==> src/rtl/ppio_pkg.sv <==
package ppio_pkg;
   localparam int BYTE_W = 8;
   localparam int NIB_W  = BYTE_W / 2;

   // address decode
   localparam logic [1:0] SEL_A   = 2'd0;
   localparam logic [1:0] SEL_B   = 2'd1;
   localparam logic [1:0] SEL_C   = 2'd2;
   localparam logic [1:0] SEL_CTL = 2'd3;

   // control byte fields
   localparam int CB_MODE  = 7;
   localparam int CB_DIR_A = 4;
   localparam int CB_DIR_CU = 3;
   localparam int CB_DIR_B = 1;
   localparam int CB_DIR_CL = 0;

   // 1 = group drives its pins
   typedef struct packed {
      logic a;
      logic cu;
      logic b;
      logic cl;
   } grp_drive_t;
endpackage

==> src/rtl/ppio_ctl_reg.sv <==
module ppio_ctl_reg
   import ppio_pkg::*;
(
   input  logic             clk,
   input  logic             rst_n,
   input  logic             ctl_wr,
   input  logic [BYTE_W-1:0] wdata,
   output grp_drive_t       drive,
   output logic             latch_clr,
   output logic             bit_en,
   output logic [2:0]       bit_sel,
   output logic             bit_val
);
   logic is_mode;
   logic handshake_req;

   always_comb begin
      is_mode       = wdata[CB_MODE];
      handshake_req = (wdata[6:5] != 2'b00) || wdata[2];
      latch_clr     = ctl_wr && is_mode && !handshake_req;
      bit_en        = ctl_wr && !is_mode;
      bit_sel       = wdata[3:1];
      bit_val       = wdata[0];
   end

   always_ff @(posedge clk or negedge rst_n) begin
      if (!rst_n) begin
         drive <= '0;
      end else if (latch_clr) begin
         drive.a  <= ~wdata[CB_DIR_A];
         drive.cu <= ~wdata[CB_DIR_CU];
         drive.b  <= ~wdata[CB_DIR_B];
         drive.cl <= ~wdata[CB_DIR_CL];
      end
   end
endmodule

==> src/rtl/ppio_grp_latch.sv <==
module ppio_grp_latch #(
   parameter int W       = 8,
   parameter int BASE    = 0,
   parameter bit HAS_BIT = 1'b0
) (
   input  logic         clk,
   input  logic         rst_n,
   input  logic         clr,
   input  logic         wr_en,
   input  logic [W-1:0] wr_data,
   input  logic         bit_en,
   input  logic [2:0]   bit_sel,
   input  logic         bit_val,
   output logic [W-1:0] q
);
   initial begin
      assert (W > 0 && BASE >= 0 && BASE + W <= 8)
         else $fatal(1, "ppio_grp_latch: bad width or base");
   end

   logic [W-1:0] bit_next;

   generate
      if (HAS_BIT) begin : g_bitcmd
         always_comb begin
            bit_next = q;
            for (int i = 0; i < W; i++) begin
               if (int'(bit_sel) == BASE + i) bit_next[i] = bit_val;
            end
         end
      end else begin : g_nobit
         always_comb bit_next = q;
         logic unused_bits;
         assign unused_bits = ^{bit_en, bit_sel, bit_val};
      end
   endgenerate

   always_ff @(posedge clk or negedge rst_n) begin
      if (!rst_n)           q <= '0;
      else if (clr)         q <= '0;
      else if (wr_en)       q <= wr_data;
      else if (HAS_BIT && bit_en) q <= bit_next;
   end
endmodule

==> src/rtl/ppio_ctrl.sv <==
module ppio_ctrl
   import ppio_pkg::*;
#(
   parameter int DATA_W = 8,
   parameter int ADDR_W = 2
) (
   input  logic              clk,
   input  logic              rst_n,
   input  logic              cs_n,
   input  logic              rd_n,
   input  logic              wr_n,
   input  logic [ADDR_W-1:0] addr,
   input  logic [DATA_W-1:0] bus_din,
   output logic [DATA_W-1:0] bus_dout,
   output logic              bus_oe,
   input  logic [DATA_W-1:0] pa_in,
   output logic [DATA_W-1:0] pa_out,
   output logic [DATA_W-1:0] pa_oe,
   input  logic [DATA_W-1:0] pb_in,
   output logic [DATA_W-1:0] pb_out,
   output logic [DATA_W-1:0] pb_oe,
   input  logic [DATA_W-1:0] pc_in,
   output logic [DATA_W-1:0] pc_out,
   output logic [DATA_W-1:0] pc_oe
);
   localparam int HALF = DATA_W / 2;

   initial begin
      assert (DATA_W == BYTE_W) else $fatal(1, "ppio_ctrl: DATA_W must be 8");
      assert (ADDR_W == 2)      else $fatal(1, "ppio_ctrl: ADDR_W must be 2");
   end

   logic       wr_cyc;
   grp_drive_t drive;
   logic       latch_clr, bit_en, bit_val;
   logic [2:0] bit_sel;
   logic [HALF-1:0] pc_hi_q, pc_lo_q;

   assign wr_cyc = !cs_n && !wr_n;

   ppio_ctl_reg u_ctl (
      .clk(clk), .rst_n(rst_n),
      .ctl_wr(wr_cyc && addr == SEL_CTL), .wdata(bus_din),
      .drive(drive), .latch_clr(latch_clr),
      .bit_en(bit_en), .bit_sel(bit_sel), .bit_val(bit_val)
   );

   ppio_grp_latch #(.W(DATA_W), .BASE(0), .HAS_BIT(1'b0)) u_lat_a (
      .clk(clk), .rst_n(rst_n), .clr(latch_clr),
      .wr_en(wr_cyc && addr == SEL_A), .wr_data(bus_din),
      .bit_en(1'b0), .bit_sel(3'd0), .bit_val(1'b0), .q(pa_out)
   );

   ppio_grp_latch #(.W(DATA_W), .BASE(0), .HAS_BIT(1'b0)) u_lat_b (
      .clk(clk), .rst_n(rst_n), .clr(latch_clr),
      .wr_en(wr_cyc && addr == SEL_B), .wr_data(bus_din),
      .bit_en(1'b0), .bit_sel(3'd0), .bit_val(1'b0), .q(pb_out)
   );

   ppio_grp_latch #(.W(HALF), .BASE(HALF), .HAS_BIT(1'b1)) u_lat_cu (
      .clk(clk), .rst_n(rst_n), .clr(latch_clr),
      .wr_en(wr_cyc && addr == SEL_C), .wr_data(bus_din[DATA_W-1:HALF]),
      .bit_en(bit_en), .bit_sel(bit_sel), .bit_val(bit_val), .q(pc_hi_q)
   );

   ppio_grp_latch #(.W(HALF), .BASE(0), .HAS_BIT(1'b1)) u_lat_cl (
      .clk(clk), .rst_n(rst_n), .clr(latch_clr),
      .wr_en(wr_cyc && addr == SEL_C), .wr_data(bus_din[HALF-1:0]),
      .bit_en(bit_en), .bit_sel(bit_sel), .bit_val(bit_val), .q(pc_lo_q)
   );

   assign pc_out = {pc_hi_q, pc_lo_q};
   assign pa_oe  = {DATA_W{drive.a}};
   assign pb_oe  = {DATA_W{drive.b}};
   assign pc_oe  = {{HALF{drive.cu}}, {HALF{drive.cl}}};

   logic [DATA_W-1:0] rd_mux;
   always_comb begin
      unique case (addr)
         SEL_A:   rd_mux = drive.a ? pa_out : pa_in;
         SEL_B:   rd_mux = drive.b ? pb_out : pb_in;
         SEL_C:   rd_mux = {drive.cu ? pc_hi_q : pc_in[DATA_W-1:HALF],
                            drive.cl ? pc_lo_q : pc_in[HALF-1:0]};
         default: rd_mux = {1'b1, 2'b00, ~drive.a, ~drive.cu, 1'b0, ~drive.b, ~drive.cl};
      endcase
   end

   assign bus_oe   = !cs_n && !rd_n && wr_n;
   assign bus_dout = bus_oe ? rd_mux : '0;
endmodule

==> config.mk <==
export PLATFORM = sky130hd
export DESIGN_NAME = ppio_ctrl
export DESIGN_NICKNAME = d
export VERILOG_FILES = /design/src/rtl/ppio_pkg.sv /design/src/rtl/ppio_ctl_reg.sv /design/src/rtl/ppio_grp_latch.sv /design/src/rtl/ppio_ctrl.sv
export SDC_FILE = /design/constraint.sdc
export NUM_CORES = 1
export LEC_CHECK = 0
export BUFFER_PORTS_ARGS = -buffer_cell sky130_fd_sc_hd__buf_2
export CAP_MARGIN = 10
export CORE_MARGIN = 1
export CORE_UTILIZATION = 42
export DETAILED_ROUTE_END_ITERATION = 8
export PLACE_DENSITY_LB_ADDON = 0.3
export REMOVE_ABC_BUFFERS = 1
export SYNTH_ARGS = -nofsm -noshare
export SYNTH_HDL_FRONTEND = slang
export SYNTH_SLANG_ARGS = --single-unit
==> constraint.sdc <==
create_clock -name clk -period 1.6 [get_ports clk]
set_input_delay 0.24 -clock clk [delete_from_list [all_inputs] [get_ports clk]]
set_output_delay 0.24 -clock clk [all_outputs]
set_load 0.02 [all_outputs]
==> impl_metrics.csv, run 1 <==
group,metric,value,unit
run_status,outcome,"finished, violations left",
run_status,failed_checks,"DRC, setup timing",
placement,gp_congestion,0.958,
worst_setup_path,r2r_cells,4,
hold_path,hp-class,"in2reg",
placement,port_buffers,95,
routing,drtIter0Drc,134,
routing,via_per_inst,5.43,
worst_setup_path,cp_cell_sequence,"mux2i_1, mux4_2, nor2_1, buf_4",
grt,overflow,0,
hold_path,min_path_cells,2,
die,die_width,71.4,um
worst_setup_path,timing.rr.start,"u_ctl.drive[3]$_DFFE_PN0P_",
worst_setup_path,critical_path_required,1.36,ns
synthesis,yosysSeqAreaShare,34.7,%
synthesis,synth_top_family_by_area,"multiplexers",
synthesis,synthTopCellsByCount,"mux2i_1 (31), dfrtp_1 (28), nor2_1 (24)",
worst_setup_path,r2r_end,"u_ctl.drive[3]$_DFFE_PN0P_",
worst_setup_path,cpMaxStageDelayCell,"dfrtp_2",
grt,grtUsageTotal,24.3,%
worst_setup_path,startpoint_type,"flop",
placement,dp_worst_setup_slack,-0.0666,ns
die,rows,24,
routing,detail-route-antenna-nets,0,
grt,antenna_found_initial,0,
routing,first_pass_iters,6,
timing,timing.final.crit_period,1.90,ns
clock_network,numCtsBuffers,3,
synthesis,synth-seq-cells,28,
pwr,p_leak,1.35,nW
clock_network,cts.path.max_buffers,2,
worst_setup_path,arrival,1.66,ns
pwr,ir_drop,482,uV
finish,area_growth,37.1,%
die,start_util,45.2,%
pwr,total_power,2.37,mW
synthesis,syn-cell-area,2020,um^2
routing,routed_wl,6.11,mm
grt,grt_pass1_wl,9.40,mm
grt,grt_pass1_vias,1858,
timing,max_freq,0.527,GHz
worst_setup_path,endpoint_kind,"output port",
worst_setup_path,slowest_delay,0.50,ns
synthesis,synth_compound_area_share,13.3,%
synthesis,synth_warnings,0,
grt,grt_max_degree,29,
die,pin_count,96,
synthesis,synth_edf_count,0,
die,die_area,5090,um^2
synthesis,synth.most_common_cell,"mux2i_1",
pwr,p_per_area,856,nW/um^2
die,fp.dieH,71.4,um
timing,setup_viol,8,
synthesis,synthFlopType,"dfrtp_1",
routing,via_count,1956,
synthesis,synthSimpleGateAreaFrac,17.8,%
timing,hold_violations,0,
synthesis,syn_area_per_cell,9.71,um^2
timing,fin_skew,0,ns
worst_setup_path,r2r_slack,0.57,ns
synthesis,yosys.area.top_type,"dfrtp_1",
timing,finalWorstSetupSlack,-0.298,ns
synthesis,yosys.area_share.adder,0,%
routing,drc,9,
timing,relSlewSlack,57.0,%
routing,wire_per_inst,17.0,um
hold_path,min_to,"u_ctl.drive[3]$_DFFE_PN0P_",
finish,diodes,0,
clock_network,cts_tree,"built",
finish,n_fill_cell,381,
worst_setup_path,crit_family,"multiplexers",
synthesis,synthArstFlopShare,100,%
synthesis,muxShareOfSynthArea,22.6,%
timing,tightest_slew,0.645,ns
hold_path,hp-start,"bus_din[4]",
clock_network,cts-root-buf,"clkbuf_8",
worst_setup_path,crit_buf_inv,1,
synthesis,syn-instance-count,208,
clock_network,h-tree-depth,1,
worst_setup_path,crit_type,"reg2out",
job,max_cap_viol_count,0,
worst_setup_path,cp_max_fo,7,
synthesis,synth_area_leaders,"dfrtp_1 (35%), mux2i_1 (15%), buf_4 (8.2%), nor2_1 (4.5%), mux2_1 (3.3%)",
timing,rsz0062_at_grt,"true",
clock_network,clk_pin_slew,0.10,ns
finish,fin_nets,349,
timing,fin_crit_sh,119,%
synthesis,ys_types,37,
clock_network,insertion_delay,0.27,ns
synthesis,synth.top_cell.area_share,34.7,%
finish,final_layout_size_suffix_gt1_share,50.6,%
clock_network,cts.sinks,28,
die,core,4470,um^2
timing,drv_slew,0,
synthesis,synth_xor_area_share,0,%
placement,detailed_place_hpwl,4.77,mm
## power by group
| group | total (mW) | internal [mW] | switching, mW |
|---|---|---|---|
| registers | 0.999 | 0.854 | 0.146 |
| clock network | 0.392 | 0.170 | 0.223 |
| logic | 0.978 | 0.412 | 0.567 |
## metal layers
metal  wire, um  share of wire [%]  GRT usage [%]
met2       2940                 48           41.7
met4         72                1.2           6.67
met1       2660                 44           32.1
met3        431                7.1           3.52
met5          0                  0              0
## stage by stage
| stage | cells | area [um^2] | hold WS (ns) | utilization (%) | TNS, ns |
|---|---|---|---|---|---|
| after floorplan | 172 | 1790 | -0.0556 | - | -11.07 |
| after global placement | 353 | 2600 | 0.295 | 58.1 | -0.109 |
| after detailed placement | 353 | 2600 | 0.306 | 58.1 | -0.458 |
| after CTS | 358 | 2690 | 0.181 | 60.2 | -2.01 |
| after global routing | 360 | 2770 | 0.212 | 61.9 | -2.45 |
| final | 360 | 2770 | 0.211 | 61.9 | -1.98 |
## flip-flops by register name, indices dropped and copies added, names as in the netlist
name	cells
u_lat_cl.q	4
u_lat_a.q	8
u_ctl.drive	4
u_lat_b.q	8
u_lat_cu.q	4
## final cells by class
class / instances / area [um^2] / area share, %
Multi-Input combinational cell: 142 / 1130 / 40.8
Inverter: 2 / 7.51 / 0.271
Clock buffer: 3 / 41.3 / 1.49
Timing Repair Buffer: 133 / 821 / 29.6
Sequential cell: 28 / 706 / 25.5
Tap cell: 52 / 65.1 / 2.35
## worst max-delay path by stage
stage,start,end,cells after the start
final,u_ctl.drive[3]$_DFFE_PN0P_,bus_dout[0],4
after global routing,u_ctl.drive[3]$_DFFE_PN0P_,bus_dout[0],4
after CTS,u_ctl.drive[3]$_DFFE_PN0P_,bus_dout[0],4
after detailed placement,bus_din[6],u_lat_a.q[6]$_DFFE_PN0P_,5
after global placement,u_ctl.drive[3]$_DFFE_PN0P_,bus_dout[5],6
after floorplan,u_ctl.drive[3]$_DFFE_PN0P_,bus_dout[4],3
## kinds of logic (layout without fill, tap and decap cells)
group,count (synthesis),after routing
AOI/OAI and AO/OA,40,40
muxes,41,41
buffers and inverters,38,138
DFF,28,28
and+or+nand+nor,61,61
## what timing repair did
| action | 4_1_cts | 5_1_grt |
|---|---|---|
| hold endpoints to repair | 3 | 0 |
| buffers inserted | 1 | 2 |
| pin swaps | 2 | 6 |
| setup endpoints to repair | 8 | 8 |
| hold buffers | 1 | 0 |
| gates resized for setup | 13 | 16 |
## layout by cell type, fill, tap and decap left out, types with 2 or more instances in the layout
master     n
buf_2     89
buf_4     34
mux2i_1   31
dfrtp_1   24
nor2_1    22
nand2_1    9
o21ai_1    9
buf_6      8
nand2b_1   6
a21oi_1    6
mux2_1     6
o21a_1     5
a211oi_2   4
nor3_1     4
dfrtp_2    4
a211oi_1   3
mux4_2     3
or2_1      3
or3_1      3
o31ai_1    3
a31oi_1    3
clkbuf_8   3
inv_1      2
nor2b_4    2
nor2b_1    2
nor4b_4    2
(Power assumes the default switching activity.)
==> inputs of run 2 (changes only) <==
CORE_UTILIZATION = 43   (was 42)
SYNTH_HIERARCHICAL = 1   (was default)
==> run 2 against run 1 <==
Effect of this change: the run ends with setup timing left; combinational power up 11%; worst setup slack improved by 0.028 ns; synthesized cell count is 1.4% lower; register-to-register slack gained 0.10 ns; final cell count shrank 1.1%; first-iteration DRC count shrank 4.5%; flip-flop and latch count unchanged; hold slack got worse by 0.014 ns; clock skew stayed put; critical path type unchanged.
==> impl_metrics.csv, run 2 <==
group,metric,value,unit
finish,reg.largest.list,"u_lat_a/q (8), u_lat_b/q (8)",
placement,dp_worst_setup_slack,-0.272,ns
timing,timing.final.crit_period,1.87,ns
finish,diodes,0,
clock_network,cts_tree,"built",
placement,gp_congestion,0.831,
synthesis,synth_warnings,6,
grt,grtUsageTotal,23.5,%
routing,first_pass_iters,4,
placement,port_buffers,95,
timing,drv_slew,0,
grt,globalRouteMet1Util,35.0,%
worst_setup_path,startpoint_type,"flop",
clock_network,insertion_delay,0.27,ns
worst_setup_path,cp_max_fo,8,
job,max_cap_viol_count,0,
timing,hold_violations,0,
routing,via_count,1923,
grt,grtUsageMet3,3.09,%
die,die_area,5130,um^2
routing,drc,0,
timing,fin_hold_ws,0.197,ns
grt,antenna_found_initial,0,
worst_setup_path,crit_type,"reg2out",
run_status,outcome,"finished, violations left",
synthesis,syn-instance-count,205,
timing,fin_crit_sh,117,%
hold_path,hp-start,"bus_din[4]",
hold_path,hp-class,"in2reg",
clock_network,clk_pin_slew,0.09,ns
routing,drtIter0Drc,128,
timing,rsz0062_at_grt,"true",
finish,fin_nets,345,
die,fp.dieH,71.6,um
finish,area_growth,33.0,%
worst_setup_path,critical_path_required,1.36,ns
routing,wire_per_inst,16.5,um
synthesis,syn-cell-area,2080,um^2
finish,instances_no_fill,356,
finish,final_cell_mix,"buf_2 (87), buf_4 (41), mux2i_1 (35), dfrtp_1 (24), nor2_1 (19)",
routing,routed_wl,5.88,mm
die,rows,24,
synthesis,syn_area_per_cell,10.2,um^2
run_status,failed_checks,"setup timing",
finish,n_fill_cell,410,
routing,detail-route-antenna-nets,0,
pwr,total_power,2.47,mW
worst_setup_path,r2r_slack,0.67,ns
grt,grt-busiest-layer,"met2",
grt,grt_pass1_vias,1788,
worst_setup_path,endpoint_kind,"output port",
timing,max_freq,0.535,GHz
grt,grt_pass1_wl,9.28,mm
clock_network,cts-root-buf,"clkbuf_8",
worst_setup_path,r2r_cells,2,
timing,setup_viol,8,
grt,grt_util_met2,35.7,%
timing,tns,-1.70,ns
routing,via_per_inst,5.40,
finish,finish.utilization,61.5,%
worst_setup_path,r2r_end,"u_lat_cu/q[2]$_DFFE_PN0P_",
hold_path,min_to,"u_ctl/drive[3]$_DFFE_PN0P_",
die,core,4500,um^2
timing,fin_skew,0,ns
placement,dp_cells,348,
clock_network,h-tree-depth,1,
pwr,p_leak,1.42,nW
die,pin_count,96,
die,start_util,46.3,%
worst_setup_path,arrival,1.63,ns
placement,detailed_place_hpwl,4.37,mm
placement,place_area,2610,um^2
clock_network,cts.path.max_buffers,2,
clock_network,cts.sinks,28,
die,die_width,71.6,um
timing,finalWorstSetupSlack,-0.270,ns
pwr,p_per_area,891,nW/um^2
hold_path,min_path_cells,2,
worst_setup_path,timing.rr.start,"u_lat_cu/q[2]$_DFFE_PN0P_",
pwr,ir_drop,500,uV
finish,final_layout_size_suffix_gt1_share,57.2,%
finish,stdcell_area,2770,um^2
timing,relSlewSlack,55.9,%
timing,tightest_slew,0.662,ns
clock_network,numCtsBuffers,3,
grt,overflow,0,
finish,final_common_cell,"buf_2",
grt,grt_max_degree,29,
run 2: timing repair:
item / CTS / global route
setup endpoints to repair: 8 / 24
pin swaps: 7 / 4
cloned: 0 / 0
hold endpoints to repair: 2 / 0
setup buffers: 4 / 0
hold buffers: 1 / 0
gates resized for setup: 20 / 8
run 2: report_power, final:
group / total (mW) / switching, mW / internal (mW)
Sequential: 0.992 / 0.137 / 0.855
Combinational: 1.09 / 0.618 / 0.475
Clock: 0.384 / 0.215 / 0.169
Total: 2.47 / 0.970 / 1.50
run 2: per-layer routing:
metal	part of all wire (%)	vias to the layer above
met5	0	-
met4	0.58	0
met3	8.3	4
met2	44	107
met1	48	902
li1	-	910
run 2: cell type report:
class / count / area [um^2] / share of cell area (%)
Clock buffer: 3 / 41.3 / 1.49
Tap cell: 52 / 65.1 / 2.35
Inverter: 9 / 33.8 / 1.22
Multi-Input combinational cell: 131 / 1120 / 40.4
Sequential cell: 28 / 706 / 25.5
Timing Repair Buffer: 133 / 807 / 29.1
run 2: critical path, cell delays in order, from the launching register on:
cell and delay (ns):
dfrtp_2 0.50, mux2i_1 0.16, o22a_1 0.19, a221oi_2 0.31, buf_4 0.20
run 2: worst max path at each step:
stage | start | end | slack (ns) | cells after the start
finish | u_ctl/drive[3]$_DFFE_PN0P_ | bus_dout[1] | -0.27 | 4
global route | u_ctl/drive[3]$_DFFE_PN0P_ | bus_dout[1] | -0.31 | 4
CTS | u_ctl/drive[3]$_DFFE_PN0P_ | bus_dout[1] | -0.25 | 4
detailed placement | addr[1] | bus_dout[1] | -0.27 | 6
global placement | addr[1] | bus_dout[1] | -0.25 | 6
floorplan | u_ctl/drive[3]$_DFFE_PN0P_ | bus_dout[0] | -1.17 | 3
==> inputs of run 3 (changes only) <==
CORE_MARGIN = 2   (was 1)
SLEW_MARGIN = 5   (was default)
==> run 3 against run 2 <==
Effect of this change: the flow still finishes with violations (setup timing); critical path depth is 1 higher; via count shrank 2.4%; fmax increased by 1.5%; die area grew 5.7%; sequential power hardly changed; combinational power barely moved; clock-buffer cell count unchanged; sequential share of layout area is 0.26 points lower; hold slack gained 0.0048 ns; critical endpoint is now bus_dout[3].
==> impl_metrics.csv, run 3 (synthesis results as in run 2) <==
group,metric,value,unit
routing,first_pass_iters,4,
timing,fin_skew,0,ns
routing,wire_per_inst,16.1,um
clock_network,cts_tree,"built",
grt,grtUsageTotal,21.8,%
timing,tightest_slew,0.630,ns
run_status,failed_checks,"setup timing",
clock_network,cts.path.max_buffers,2,
timing,relSlewSlack,58.0,%
die,die_area,5420,um^2
finish,finish.utilization,59.7,%
finish,final_cell_mix,"buf_2 (87), buf_4 (42), mux2i_1 (36), dfrtp_1 (24), nor2_1 (19)",
routing,via_count,1877,
timing,hold_violations,0,
pwr,total_power,2.48,mW
pwr,ir_drop,494,uV
finish,fin_nets,346,
clock_network,h-tree-depth,1,
clock_network,numCtsBuffers,3,
placement,dp_cells,351,
finish,instances_no_fill,359,
clock_network,cts-root-buf,"clkbuf_8",
routing,detail-route-antenna-nets,0,
die,fp.dieH,73.6,um
pwr,p_per_area,887,nW/um^2
worst_setup_path,cp_max_fo,4,
placement,detailed_place_hpwl,4.47,mm
finish,final_common_cell,"buf_2",
routing,routed_wl,5.79,mm
placement,port_buffers,95,
worst_setup_path,crit_type,"reg2out",
die,start_util,44.4,%
worst_setup_path,critical_path_required,1.36,ns
routing,via_per_inst,5.23,
die,pin_count,96,
clock_network,clk_pin_slew,0.09,ns
grt,grt_max_degree,29,
timing,finalWorstSetupSlack,-0.243,ns
finish,n_fill_cell,406,
worst_setup_path,startpoint_type,"flop",
finish,reg.largest.list,"u_lat_a/q (8), u_lat_b/q (8)",
finish,stdcell_area,2800,um^2
die,core,4690,um^2
timing,tns,-1.42,ns
routing,drtIter0Drc,129,
timing,setup_viol,8,
worst_setup_path,endpoint_kind,"output port",
grt,grt_pass1_vias,1745,
timing,max_freq,0.543,GHz
clock_network,cts.sinks,28,
grt,antenna_found_initial,0,
timing,drv_slew,0,
routing,drc,0,
grt,grt_pass1_wl,8.87,mm
grt,overflow,0,
finish,final_layout_size_suffix_gt1_share,58.0,%
finish,diodes,0,
finish,area_growth,34.4,%
die,die_width,73.6,um
placement,place_area,2620,um^2
hold_path,hp-class,"in2reg",
clock_network,insertion_delay,0.27,ns
timing,timing.final.crit_period,1.84,ns
pwr,p_leak,1.44,nW
timing,rsz0062_at_grt,"true",
run_status,outcome,"finished, violations left",
die,rows,25,
worst_setup_path,arrival,1.60,ns
placement,gp_congestion,0.830,
job,max_cap_viol_count,0,
timing,fin_crit_sh,115,%
-- run 3: cell types whose count changed in the layout (fill, tap and decap cells not counted), sizes merged --
cell / before / now
buf: 132 / 133
-- run 3: through the flow --
stage                     hold slack, ns  worst slack, ns
after floorplan                  -0.0556            -1.17
after global placement             0.293           -0.245
after detailed placement           0.292           -0.295
after CTS                          0.191           -0.212
after global routing               0.198           -0.308
final                              0.201           -0.243
-- run 3: path summary, 6_finish.rpt --
check | startpoint | end | slack [ns] | depth (start not counted)
hold / removal | bus_din[4] | u_ctl/drive[3]$_DFFE_PN0P_ | 0.20 | 2
setup / recovery | u_ctl/drive[1]$_DFFE_PN0P_ | bus_dout[3] | -0.24 | 5
max in group asynchronous | rst_n | u_ctl/drive[2]$_DFFE_PN0P_ | 0.62 | 2
setup reg to reg | u_ctl/drive[3]$_DFFE_PN0P_ | u_ctl/drive[3]$_DFFE_PN0P_ | 0.60 | 4
hold reg to reg | u_lat_a/q[0]$_DFFE_PN0P_ | u_lat_a/q[0]$_DFFE_PN0P_ | 0.57 | 2
min in group asynchronous | rst_n | u_lat_a/q[2]$_DFFE_PN0P_ | 0.53 | 2
-- run 3: worst max-delay path: stages, from the launching register on --
cell      delay, ns
dfrtp_2        0.46
mux2_4         0.21
o21ai_1        0.07
buf_4          0.14
a221oi_2       0.26
buf_4          0.19
-- run 3: repair_timing --
item	in CTS	in global routing
gates resized for setup	23	11
pin swaps	8	4
setup buffers	4	0
hold endpoints to repair	28	0
endpoints found under the setup margin	9	13
hold buffers	1	0
-- run 3: report_power, final --
| group | switching (mW) | total, mW | internal, mW |
|---|---|---|---|
| registers | 0.145 | 1.00 | 0.855 |
| logic | 0.616 | 1.11 | 0.490 |
| clock network | 0.209 | 0.378 | 0.169 |
-- run 3: metal layers --
metal  global-route usage, %  share of wire (%)
met1                    31.2                 48
met3                    2.06                4.6
met5                       0                  0
met2                    35.6                 47
met4                    5.25                1.2
-- run 3: cell type report --
class	instances	area (um^2)	share of cell area, %
clock buffers	3	41.3	1.47
flip-flops and latches	28	706	25.2
inverters	9	33.8	1.21
well taps	54	67.6	2.41
repair buffers	134	815	29.1
multi-input cells	131	1140	40.6
